**config.mk**
```make
export PLATFORM = sky130hd
export DESIGN_NAME = aui_collision_mux
export DESIGN_NICKNAME = d
export VERILOG_FILES = /design/src/rtl/aui_mux_pkg.sv /design/src/rtl/aui_tx_select.sv /design/src/rtl/aui_sqe_timer.sv /design/src/rtl/aui_col_wave.sv /design/src/rtl/aui_led_stretch.sv /design/src/rtl/aui_collision_mux.sv
export SDC_FILE = /design/constraint.sdc
export NUM_CORES = 1
export LEC_CHECK = 0
export BUFFER_PORTS_ARGS = -buffer_cell sky130_fd_sc_hd__buf_2
export CAP_MARGIN = 20
export CORE_UTILIZATION = 53
export CTS_CLUSTER_SIZE = 16
export DETAILED_ROUTE_END_ITERATION = 10
export PLACE_DENSITY = 0.79
export SLEW_MARGIN = 5
export SYNTH_ARGS = -nofsm -noshare
export SYNTH_HDL_FRONTEND = slang
export SYNTH_HIERARCHICAL = 1
export SYNTH_SLANG_ARGS = --single-unit
```
**constraint.sdc**
```tcl
create_clock -name clk -period 2.35 [get_ports clk]
set_clock_uncertainty 0.15 [all_clocks]
set_input_delay 0.1175 -clock clk [delete_from_list [all_inputs] [get_ports clk]]
set_output_delay 0.1175 -clock clk [all_outputs]
set_load 0.01 [all_outputs]
```
**src/rtl/aui_mux_pkg.sv**
```systemverilog
package aui_mux_pkg;

    typedef enum logic [1:0] {
        MODE_LOOP_SQE = 2'b00,
        MODE_LOOP     = 2'b01,
        MODE_OFF_A    = 2'b10,
        MODE_OFF_B    = 2'b11
    } mux_mode_e;

    typedef struct packed {
        logic act;
        logic dat;
    } lane_t;

    localparam lane_t LANE_IDLE = '{act: 1'b0, dat: 1'b0};

    function automatic logic loop_on(input mux_mode_e m);
        return (m == MODE_LOOP_SQE) || (m == MODE_LOOP);
    endfunction

    function automatic logic sqe_on(input mux_mode_e m);
        return m == MODE_LOOP_SQE;
    endfunction

endpackage

```
**src/rtl/aui_tx_select.sv**
```systemverilog
module aui_tx_select
    import aui_mux_pkg::*;
(
    input  logic      clk,
    input  logic      rst,
    input  mux_mode_e mode,
    input  lane_t     tx1,
    input  lane_t     tx2,
    input  lane_t     mau_rx,
    output lane_t     mau_tx,
    output lane_t     dte_rx,
    output logic      contend
);

    lane_t sel;
    lane_t rx_nxt;

    always_comb begin
        if (tx1.act)      sel = tx1;
        else if (tx2.act) sel = tx2;
        else              sel = LANE_IDLE;
        rx_nxt = loop_on(mode) ? sel : mau_rx;
    end

    assign contend = tx1.act & tx2.act;

    always_ff @(posedge clk) begin
        if (rst) begin
            mau_tx <= LANE_IDLE;
            dte_rx <= LANE_IDLE;
        end else begin
            mau_tx <= sel;
            dte_rx <= rx_nxt;
        end
    end

endmodule

```
**src/rtl/aui_sqe_timer.sv**
```systemverilog
module aui_sqe_timer #(
    parameter int SQE_DLY = 44,
    parameter int SQE_LEN = 40
) (
    input  logic clk,
    input  logic rst,
    input  logic enable,
    input  logic tx_busy,
    output logic pulse
);

    localparam int MAXC = (SQE_DLY > SQE_LEN) ? SQE_DLY : SQE_LEN;
    localparam int CW   = $clog2(MAXC + 1);

    typedef enum logic [1:0] {ST_IDLE, ST_WAIT, ST_FIRE} sqe_st_e;

    sqe_st_e       st;
    logic [CW-1:0] cnt;
    logic          busy_q;

    always_ff @(posedge clk) begin
        if (rst) begin
            st     <= ST_IDLE;
            cnt    <= '0;
            busy_q <= 1'b0;
        end else begin
            busy_q <= tx_busy;
            if (tx_busy || !enable) begin
                st  <= ST_IDLE;
                cnt <= '0;
            end else begin
                unique case (st)
                    ST_IDLE: if (busy_q) begin
                        st  <= ST_WAIT;
                        cnt <= CW'(SQE_DLY - 1);
                    end
                    ST_WAIT: if (cnt == '0) begin
                        st  <= ST_FIRE;
                        cnt <= CW'(SQE_LEN - 1);
                    end else begin
                        cnt <= cnt - CW'(1);
                    end
                    ST_FIRE: if (cnt == '0) begin
                        st <= ST_IDLE;
                    end else begin
                        cnt <= cnt - CW'(1);
                    end
                    default: st <= ST_IDLE;
                endcase
            end
        end
    end

    assign pulse = (st == ST_FIRE);

endmodule

```
**src/rtl/aui_col_wave.sv**
```systemverilog
module aui_col_wave #(
    parameter int COL_HALF = 2,
    parameter int COL_TAIL = 16
) (
    input  logic clk,
    input  logic rst,
    input  logic req,
    output logic wave,
    output logic busy
);

    localparam int PW = $clog2(COL_HALF + 1);
    localparam int TW = $clog2(COL_TAIL + 1);

    logic [PW-1:0] ph;
    logic [TW-1:0] tail;
    logic          ph_end;

    assign ph_end = (ph == PW'(COL_HALF - 1));

    always_ff @(posedge clk) begin
        if (rst) begin
            ph   <= '0;
            tail <= '0;
            wave <= 1'b0;
            busy <= 1'b0;
        end else if (req && !busy) begin
            busy <= 1'b1;
            wave <= 1'b1;
            ph   <= '0;
            tail <= TW'(COL_TAIL);
        end else if (busy && !req && tail == '0) begin
            busy <= 1'b0;
            wave <= 1'b0;
            ph   <= '0;
        end else if (busy) begin
            if (req) tail <= TW'(COL_TAIL);
            else     tail <= tail - TW'(1);
            if (ph_end) begin
                ph   <= '0;
                wave <= ~wave;
            end else begin
                ph <= ph + PW'(1);
            end
        end
    end

endmodule

```
**src/rtl/aui_led_stretch.sv**
```systemverilog
module aui_led_stretch #(
    parameter int LED_HOLD = 2_000_000
) (
    input  logic clk,
    input  logic rst,
    input  logic act,
    output logic lit_n
);

    localparam int CW = $clog2(LED_HOLD + 1);

    logic [CW-1:0] cnt;

    always_ff @(posedge clk) begin
        if (rst)              cnt <= '0;
        else if (act)         cnt <= CW'(LED_HOLD);
        else if (cnt != '0)   cnt <= cnt - CW'(1);
    end

    assign lit_n = (cnt == '0);

endmodule

```
**src/rtl/aui_collision_mux.sv**
```systemverilog
module aui_collision_mux
    import aui_mux_pkg::*;
#(
    parameter int COL_HALF = 2,
    parameter int COL_TAIL = 16,
    parameter int SQE_DLY  = 44,
    parameter int SQE_LEN  = 40,
    parameter int LED_HOLD = 2_000_000
) (
    input  logic       clk,
    input  logic       rst,
    input  logic [1:0] mode,
    input  logic       tx1_act,
    input  logic       tx1_dat,
    input  logic       tx2_act,
    input  logic       tx2_dat,
    input  logic       mau_rx_act,
    input  logic       mau_rx_dat,
    input  logic       mau_col,
    output logic       mau_tx_act,
    output logic       mau_tx_dat,
    output logic [1:0] dte_rx_act,
    output logic [1:0] dte_rx_dat,
    output logic [1:0] dte_col,
    output logic [1:0] led_tx_n,
    output logic       led_rx_n,
    output logic       led_col_n
);

    localparam int NLED = 4;

    mux_mode_e  mode_e;
    lane_t      tx1_s, tx2_s, mrx_s, mtx_s, drx_s;
    logic       contend, sqe_pulse, col_req, col_wave, col_busy;
    logic       rx_led_act;
    logic [NLED-1:0] led_act, led_q_n;

    assign mode_e = mux_mode_e'(mode);
    assign tx1_s  = '{act: tx1_act, dat: tx1_dat};
    assign tx2_s  = '{act: tx2_act, dat: tx2_dat};
    assign mrx_s  = '{act: mau_rx_act, dat: mau_rx_dat};

    aui_tx_select u_sel (
        .clk     (clk),
        .rst     (rst),
        .mode    (mode_e),
        .tx1     (tx1_s),
        .tx2     (tx2_s),
        .mau_rx  (mrx_s),
        .mau_tx  (mtx_s),
        .dte_rx  (drx_s),
        .contend (contend)
    );

    aui_sqe_timer #(.SQE_DLY(SQE_DLY), .SQE_LEN(SQE_LEN)) u_sqe (
        .clk     (clk),
        .rst     (rst),
        .enable  (sqe_on(mode_e)),
        .tx_busy (tx1_act | tx2_act),
        .pulse   (sqe_pulse)
    );

    assign col_req = contend | mau_col | sqe_pulse;

    aui_col_wave #(.COL_HALF(COL_HALF), .COL_TAIL(COL_TAIL)) u_col (
        .clk  (clk),
        .rst  (rst),
        .req  (col_req),
        .wave (col_wave),
        .busy (col_busy)
    );

    assign rx_led_act = loop_on(mode_e) ? (tx1_act | tx2_act) : mau_rx_act;
    assign led_act    = {col_req, rx_led_act, tx2_act, tx1_act};

    for (genvar g = 0; g < NLED; g++) begin : g_led
        aui_led_stretch #(.LED_HOLD(LED_HOLD)) u_led (
            .clk   (clk),
            .rst   (rst),
            .act   (led_act[g]),
            .lit_n (led_q_n[g])
        );
    end

    assign mau_tx_act = mtx_s.act;
    assign mau_tx_dat = mtx_s.dat;
    assign dte_rx_act = {2{drx_s.act}};
    assign dte_rx_dat = {2{drx_s.dat}};
    assign dte_col    = {2{col_wave}};
    assign led_tx_n   = led_q_n[1:0];
    assign led_rx_n   = led_q_n[2];
    assign led_col_n  = led_q_n[3];

endmodule

```
==> results.ini, run 1 <==
[routing]
via_per_inst=6.37
route.met2.wl_um=6860
num_vias=5635
wl_per_cell_um=15.7
wl_met1_um=6100
first_pass_iters=6
wl_met3_um=618
wl_um=13900
top_layer=met4
postRouteAntennaNets=0
drt-initial-drc-count=307
drcViolationCount=0

[setup_path]
critPathMaxFanout=13
endpoint_kind=flop
critPathLaunchType=input port
criticalPathCategory=in -> reg
arrival_ns=2.41
required_ns=2.49

[clocking]
clkLatencyLatePin_ns=0.35
cts_tree=yes
clock-sinks=106
clk_pin_slew_ns=0.06
clockRootBuffer=clkbuf_16
cts_buffer_depth=2
numCtsBuffers=9
htree_levels=3

[logic_synthesis]
synth.cell_area_um2=6070
synth_nets=741
yosys_warnings=6
async_flop_share_pct=0
netlist-cell-type-count=65
yosys_most_used_dff=dfxtp_1
synth_cells=715
synth_edf_count=0
ys_ff_latch=106
syn_avg_cell_area_um2=8.49
ys_seq_area_share_pct=35.0

[outcome]
status=completed

[power_and_ir_drop]
netSwitchingPower_mw=1.46
clkPwrFrac_pct=29.7
seq_power_share_pct=46.4
comb_power_share_pct=23.9
switching_share_pct=32.0
p_total_mw=4.56
leakage_nw=2.41
ir_drop_v=0.000651
p_int_mw=3.10
p_per_area_nw_per_um2=686

[sta]
relSlewSlack_pct=62.3
worstMarginPinSlew_ns=0.551
period_needed_ns=2.27
hold_viol_final=0
maxSlewViolCount=0
max_freq_mhz=441
setup_tns_ns=0
period_share_pct=96.5
setup_viol=0
rsz0062_at_grt=no

[run]
cap_violations=0

[finish]
n_fill_cell=935
area_growth_syn_to_layout_pct=9.61
final_nets=767
num_antenna_cells=0
drive_above_1_share_pct=12.8
final_cell_mix=dfxtp_1, nor2_1, a21oi_1, nand2_1, or3_1
seqCellArea_um2=2120
multi_input_area_um2=3710
mostFrequentLayoutCell=dfxtp_1

[grt]
grt_pass1_vias=5189
grt_pass1_wl_um=23400
antenna_found_initial=0
overflow=0
track_usage_pct=24.4
grt_max_degree=32

[placement]
place_congestion=0.869
port_buffers=22
dp_hpwl_um=9760

[hold_path]
min-delay-path-class=in -> reg

[floorplanning]
die_h_um=109
die_x_um=109
die-area_um2=11900
core_region_area_um2=11000
rows=38
ios=23
start_util_pct=55.2

power groups by stage:
stage,combinational (mW),clock [mW],sequential (mW)
finish,1.09,1.35,2.12
CTS,1.07,1.38,2.11
detailed placement,1.06,0,2.15
global placement,1.03,0,2.14
global route,1.21,1.45,2.14
floorplan,0.841,0,2.11
layer usage:
layer / global-route usage [%] / up-vias
met5: 0 / -
met4: 9.27 / 0
met3: 4.66 / 25
met2: 42.6 / 143
met1: 29.4 / 2665
li1: - / 2802
worst max-delay path, cell delays in order:
cell and delay, ns:
dlygate4sd3_1 0.53, buf_2 0.18, or2_1 0.28, mux2_2 0.39
or2_2 0.45, a211oi_1 0.31, a31o_2 0.15
flip-flops by register name, summed over array words and instances, names as in the netlist:
signal / cells
u_sqe/busy_q: 1
u_sqe/st: 2
u_col/tail: 5
g_led.u_led/cnt: 84
u_sel/mau_tx: 2
u_sqe/cnt: 6
u_col/wave: 1
u_col/ph: 2
u_sel/dte_rx: 2
u_col/busy: 1
cell type report:
class | instances | share of cell area [%]
multi-input combinational | 553 | 55.8
timing repair buffer | 39 | 3.99
inverter | 32 | 1.81
tap | 140 | 2.63
clock buffer | 14 | 3.82
sequential | 106 | 31.9
final timing paths:
kind | cells past startpoint | startpoint | slack (ns) | to
worst max-delay path | 7 | tx2_act | 0.08 | g_led[2].u_led/cnt[6]$_SDFFE_PP0P_
worst min-delay path | 3 | mode[1] | 0.004 | u_sel/dte_rx[1]$_SDFF_PP0_
worst max register to register | 6 | g_led[3].u_led/cnt[0]$_SDFFE_PP0P_ | 0.11 | g_led[3].u_led/cnt[8]$_SDFFE_PP0P_
worst min register to register | 2 | u_col/ph[1]$_SDFFE_PP0P_ | 0.34 | u_col/ph[1]$_SDFFE_PP0P_
stage by stage:
stage               util, %  hold WS (ns)  setup WS, ns  cells  instance area (um^2)
finish                 60.5       0.00362        0.0812    884                  6650
global route           60.5        0.0294      0.000310    884                  6650
CTS                    60.3       0.00387        0.0870    881                  6630
detailed placement     57.4         0.239         0.149    860                  6300
global placement       57.4         0.235         0.278    860                  6300
floorplan                 -        0.0337         0.324    715                  6070
cell families after synthesis:
family	synth area share, %
flops	35.0
buf+inv	3.84
simple gates	33.7
xor+xnor	0.289
mux	3.16
compound gates	20.9
fa+ha+maj	3.09
cell usage after synthesis, drive strengths merged (11+ instances only):
master	number	share of area (%)
ha	15	3.1
inv	32	2.0
nor2	60	3.7
nand3	19	1.6
buf	14	1.2
nand4	21	2.2
a21oi	49	4.1
dfxtp	106	35
or3	39	4.0
or4	20	2.5
nand2	50	3.3
nor3	41	4.5
o31ai	19	2.4
mux2i	18	3.0
a31oi	15	1.5
nor4	21	4.1
o21ai	39	3.3
a211oi	16	2.1
or2	11	1.1
what timing repair did:
action,4_1_cts,5_1_grt
setup endpoints to repair,1,2
endpoints found under the hold margin,4,0
setup buffers,1,3
pin swaps,0,1
gates resized for setup,0,1
hold buffers,6,0
Power figures use the tool's default switching activity.
==> run 2, diff against run 1 <==
--- a/config.mk
+++ b/config.mk
@@ -8,11 +8,11 @@
 export BUFFER_PORTS_ARGS = -buffer_cell sky130_fd_sc_hd__buf_2
 export CAP_MARGIN = 20
 export CORE_UTILIZATION = 53
+export CTS_BUF_LIST = sky130_fd_sc_hd__clkbuf_16
 export CTS_CLUSTER_SIZE = 16
 export DETAILED_ROUTE_END_ITERATION = 10
 export PLACE_DENSITY = 0.79
 export SLEW_MARGIN = 5
 export SYNTH_ARGS = -nofsm -noshare
 export SYNTH_HDL_FRONTEND = slang
-export SYNTH_HIERARCHICAL = 1
 export SYNTH_SLANG_ARGS = --single-unit
==> results.ini, run 2 <==
[outcome]
status=complete, but fails checks  ; was completed
violations=setup timing

[finish]
fin_area_um2=6200  ; was 6650 um^2
largest_reg_flops=84  ; unchanged
mostFrequentLayoutCell=dfxtp_1  ; unchanged
reg_top3=g_led.u_led.cnt (84), u_sqe.cnt (6), u_col.tail (5)  ; was g_led.u_led/cnt (84), u_sqe/cnt (6), u_col/tail (5)
seqCellArea_um2=2110  ; was 2120 um^2
num_antenna_cells=0  ; unchanged
largest_register=g_led.u_led.cnt  ; was g_led.u_led/cnt
final_cell_mix=dfxtp_1, nor2_1, a21oi_1, xnor2_1, buf_4  ; was dfxtp_1, nor2_1, a21oi_1, nand2_1, or3_1
stdcell_count=810  ; was 884
finalCoreUtilization_pct=64.1  ; was 60.5%
multi_input_area_um2=3090  ; was 3710 um^2
final_nets=699  ; was 767
drive_above_1_share_pct=16.8  ; was 12.8%
area_growth_syn_to_layout_pct=17.8  ; was 9.61%
n_fill_cell=801  ; was 935

[setup_path]
criticalPathCategory=reg -> out  ; was in -> reg
critPathMaxFanout=4  ; was 13
critPathLaunchType=flop  ; was input port
required_ns=2.08  ; was 2.49 ns
arrival_ns=2.08  ; was 2.41 ns
endpoint_kind=output port  ; was flop

[grt]
overflow=0  ; unchanged
grt_pass1_vias=4461  ; was 5,189
antenna_found_initial=0  ; unchanged
grt_pass1_wl_um=19600  ; was 23,400 um
track_usage_pct=24.0  ; was 24.4%
grt_max_degree=32  ; unchanged

[sta]
rsz0062_at_grt=yes  ; was no
period_needed_ns=2.35  ; was 2.27 ns
maxSlewViolCount=0  ; unchanged
relSlewSlack_pct=62.1  ; was 62.3%
hold_viol_final=0  ; unchanged
period_share_pct=100  ; was 96.5%
worst_slack_ns=-0.00187  ; was 0.0812 ns
setup_viol=1  ; was 0
max_freq_mhz=425  ; was 441 MHz
worstMarginPinSlew_ns=0.554  ; was 0.551 ns
hold_ws_ns=0.0626  ; was 0.00362 ns

[floorplanning]
rows=36  ; was 38
die_h_um=102  ; was 109 um
die_x_um=102  ; was 109 um
core_region_area_um2=9680  ; was 11,000 um^2
start_util_pct=54.4  ; was 55.2%
ios=23  ; unchanged
die-area_um2=10300  ; was 11,900 um^2

[placement]
dp_slack_ns=0.0263  ; was 0.149 ns
placed_cell_area_um2=5630  ; was 6300 um^2
dp_hpwl_um=7940  ; was 9760 um
place_congestion=0.863  ; was 0.869
port_buffers=22  ; unchanged
place_inst=780  ; was 860

[logic_synthesis]
ys_ff_latch=105  ; was 106
synth_common_cells=dfxtp_1, nor2_1, a21oi_1, xnor2_1, nor3_1  ; was dfxtp_1, nor2_1, a21oi_1, nand2_1, or3_1
synth_area_leaders=dfxtp_1, xnor2_1, nor2_1, a21oi_1, ha_1  ; was dfxtp_1, a21oi_1, or3_1, nor2_1, ha_1
netlist-cell-type-count=54  ; was 65
syn_avg_cell_area_um2=8.47  ; was 8.49 um^2
synth_edf_count=0  ; unchanged
yosysMostFrequentCell=dfxtp_1  ; unchanged
synth_top_area_share_pct=39.9  ; was 35.0%
ys_seq_area_share_pct=39.9  ; was 35.0%
async_flop_share_pct=0  ; unchanged
synth.cell_area_um2=5270  ; was 6070 um^2
yosys_warnings=0  ; was 6
yosys_most_used_dff=dfxtp_1  ; unchanged
synth_cells=622  ; was 715
yosysTopAreaCell=dfxtp_1  ; unchanged
synth_nets=649  ; was 741

[clocking]
cts_tree=yes  ; unchanged
numCtsBuffers=9  ; unchanged
clk_pin_slew_ns=0.06  ; about the same
cts_buffer_depth=2  ; unchanged
clock-sinks=105  ; was 106
htree_levels=3  ; unchanged
clkLatencyLatePin_ns=0.34  ; was 0.35 ns
clockRootBuffer=clkbuf_16  ; unchanged

[routing]
wl_um=11900  ; was 13,900 um
first_pass_iters=5  ; was 6
postRouteAntennaNets=0  ; unchanged
via_per_inst=5.71  ; was 6.37
wl_per_cell_um=14.6  ; was 15.7 um
num_vias=4628  ; was 5,635
drcViolationCount=0  ; unchanged
drt-initial-drc-count=124  ; was 307

[power_and_ir_drop]
clkPwrFrac_pct=32.3  ; was 29.7%
comb_power_share_pct=24.5  ; was 23.9%
p_int_mw=3.39  ; was 3.10 mW
leakage_nw=2.38  ; was 2.41 nW
ir_drop_v=0.000618  ; was 0.000651 V
seq_power_share_pct=43.2  ; was 46.4%
netSwitchingPower_mw=1.40  ; was 1.46 mW
p_per_area_nw_per_um2=771  ; was 686 nW/um^2
switching_share_pct=29.3  ; was 32.0%

[hold_path]
min-delay-path-class=in -> reg  ; unchanged

[run]
cap_violations=0  ; unchanged

==> run 2: cell types whose count changed after synthesis, sizes merged, moves of 12 or more <==
cell / before / now
a21oi: 49 / 61
o21ai: 39 / 15
or3: 39 / 23
mux2i: 18 / 6
o31ai: 19 / 4
xnor2: 0 / 52
nor2: 60 / 82
nand4: 21 / 6
nand2: 50 / 28
==> run 2: cell type report <==
class	instances	area share, %
clock buffers	9	3.63
well taps	133	2.68
flip-flops and latches	105	34.0
repair buffers	64	7.16
multi-input cells	468	49.7
inverters	24	1.45
clock inverters	7	1.37
==> run 2: worst paths after layout <==
check,start,end,slack (ns),depth (start not counted)
worst max register to register,g_led[1].u_led.cnt[7]$_SDFFE_PP0P_,g_led[1].u_led.cnt[15]$_SDFFE_PP0P_,0.05,4
worst max-delay path,g_led[2].u_led.cnt[1]$_SDFFE_PP0P_,led_rx_n,-0.002,8
worst min-delay path,mode[1],u_sel.dte_rx[0]$_SDFF_PP0_,0.06,3
worst min register to register,u_col.ph[1]$_SDFFE_PP0P_,u_col.ph[1]$_SDFFE_PP0P_,0.32,2
==> run 2: through the flow <==
step / power, mW / setup TNS (ns)
2_1_floorplan: 2.91 / 0
3_3_place_gp: 3.13 / 0
3_5_place_dp: 3.16 / 0
4_1_cts: 4.75 / 0
5_1_grt: 5.04 / -0.156
6_report: 4.79 / -0.00187
==> run 2: cell families (layout without fill, tap and decap cells) <==
logic type | Yosys count | in the layout | synth area share, %
AND/OR/NAND/NOR | 263 | 263 | 27.1
buffers and inverters | 49 | 104 | 4.04
AO/OA/AOI/OAI | 126 | 126 | 14.6
multiplexers | 6 | 6 | 1.14
flip-flops | 105 | 105 | 39.9
adder cells (fa/ha/maj) | 16 | 16 | 3.80
XOR/XNOR | 57 | 57 | 9.48
==> run 2: critical path, stage by stage (launching register included) <==
cell and delay, ns:
dfxtp_2 0.33, inv_2 0.09, ha_4 0.14, or4b_4 0.47, nor4_4 0.30, buf_4 0.18, nand2_4 0.06, inv_2 0.08
buf_6 0.10
==> run 2: per-layer routing <==
layer | vias up | GRT usage [%] | part of all wire [%]
li1 | 2336 | - | -
met5 | - | 0 | 0
met2 | 92 | 44.2 | 51
met3 | 15 | 4.83 | 3.5
met1 | 2185 | 27.3 | 44
met4 | 0 | 8.47 | 1.7
==> run 2: power by group through the flow <==
| stage | Sequential (mW) | Clock (mW) | Combinational (mW) |
|---|---|---|---|
| after global routing | 2.09 | 1.64 | 1.31 |
| final | 2.07 | 1.54 | 1.17 |
| after detailed placement | 2.09 | 0 | 1.07 |
| after global placement | 2.08 | 0 | 1.05 |
| after floorplan | 2.06 | 0 | 0.848 |
| after CTS | 2.06 | 1.59 | 1.10 |
==> run 2: timing repair <==
action,4_1_cts,5_1_grt
endpoints found under the hold margin,5,0
resized for setup,9,30
endpoints found under the setup margin,3,12
hold buffers,5,0
pin swaps,0,2
setup buffers,3,6
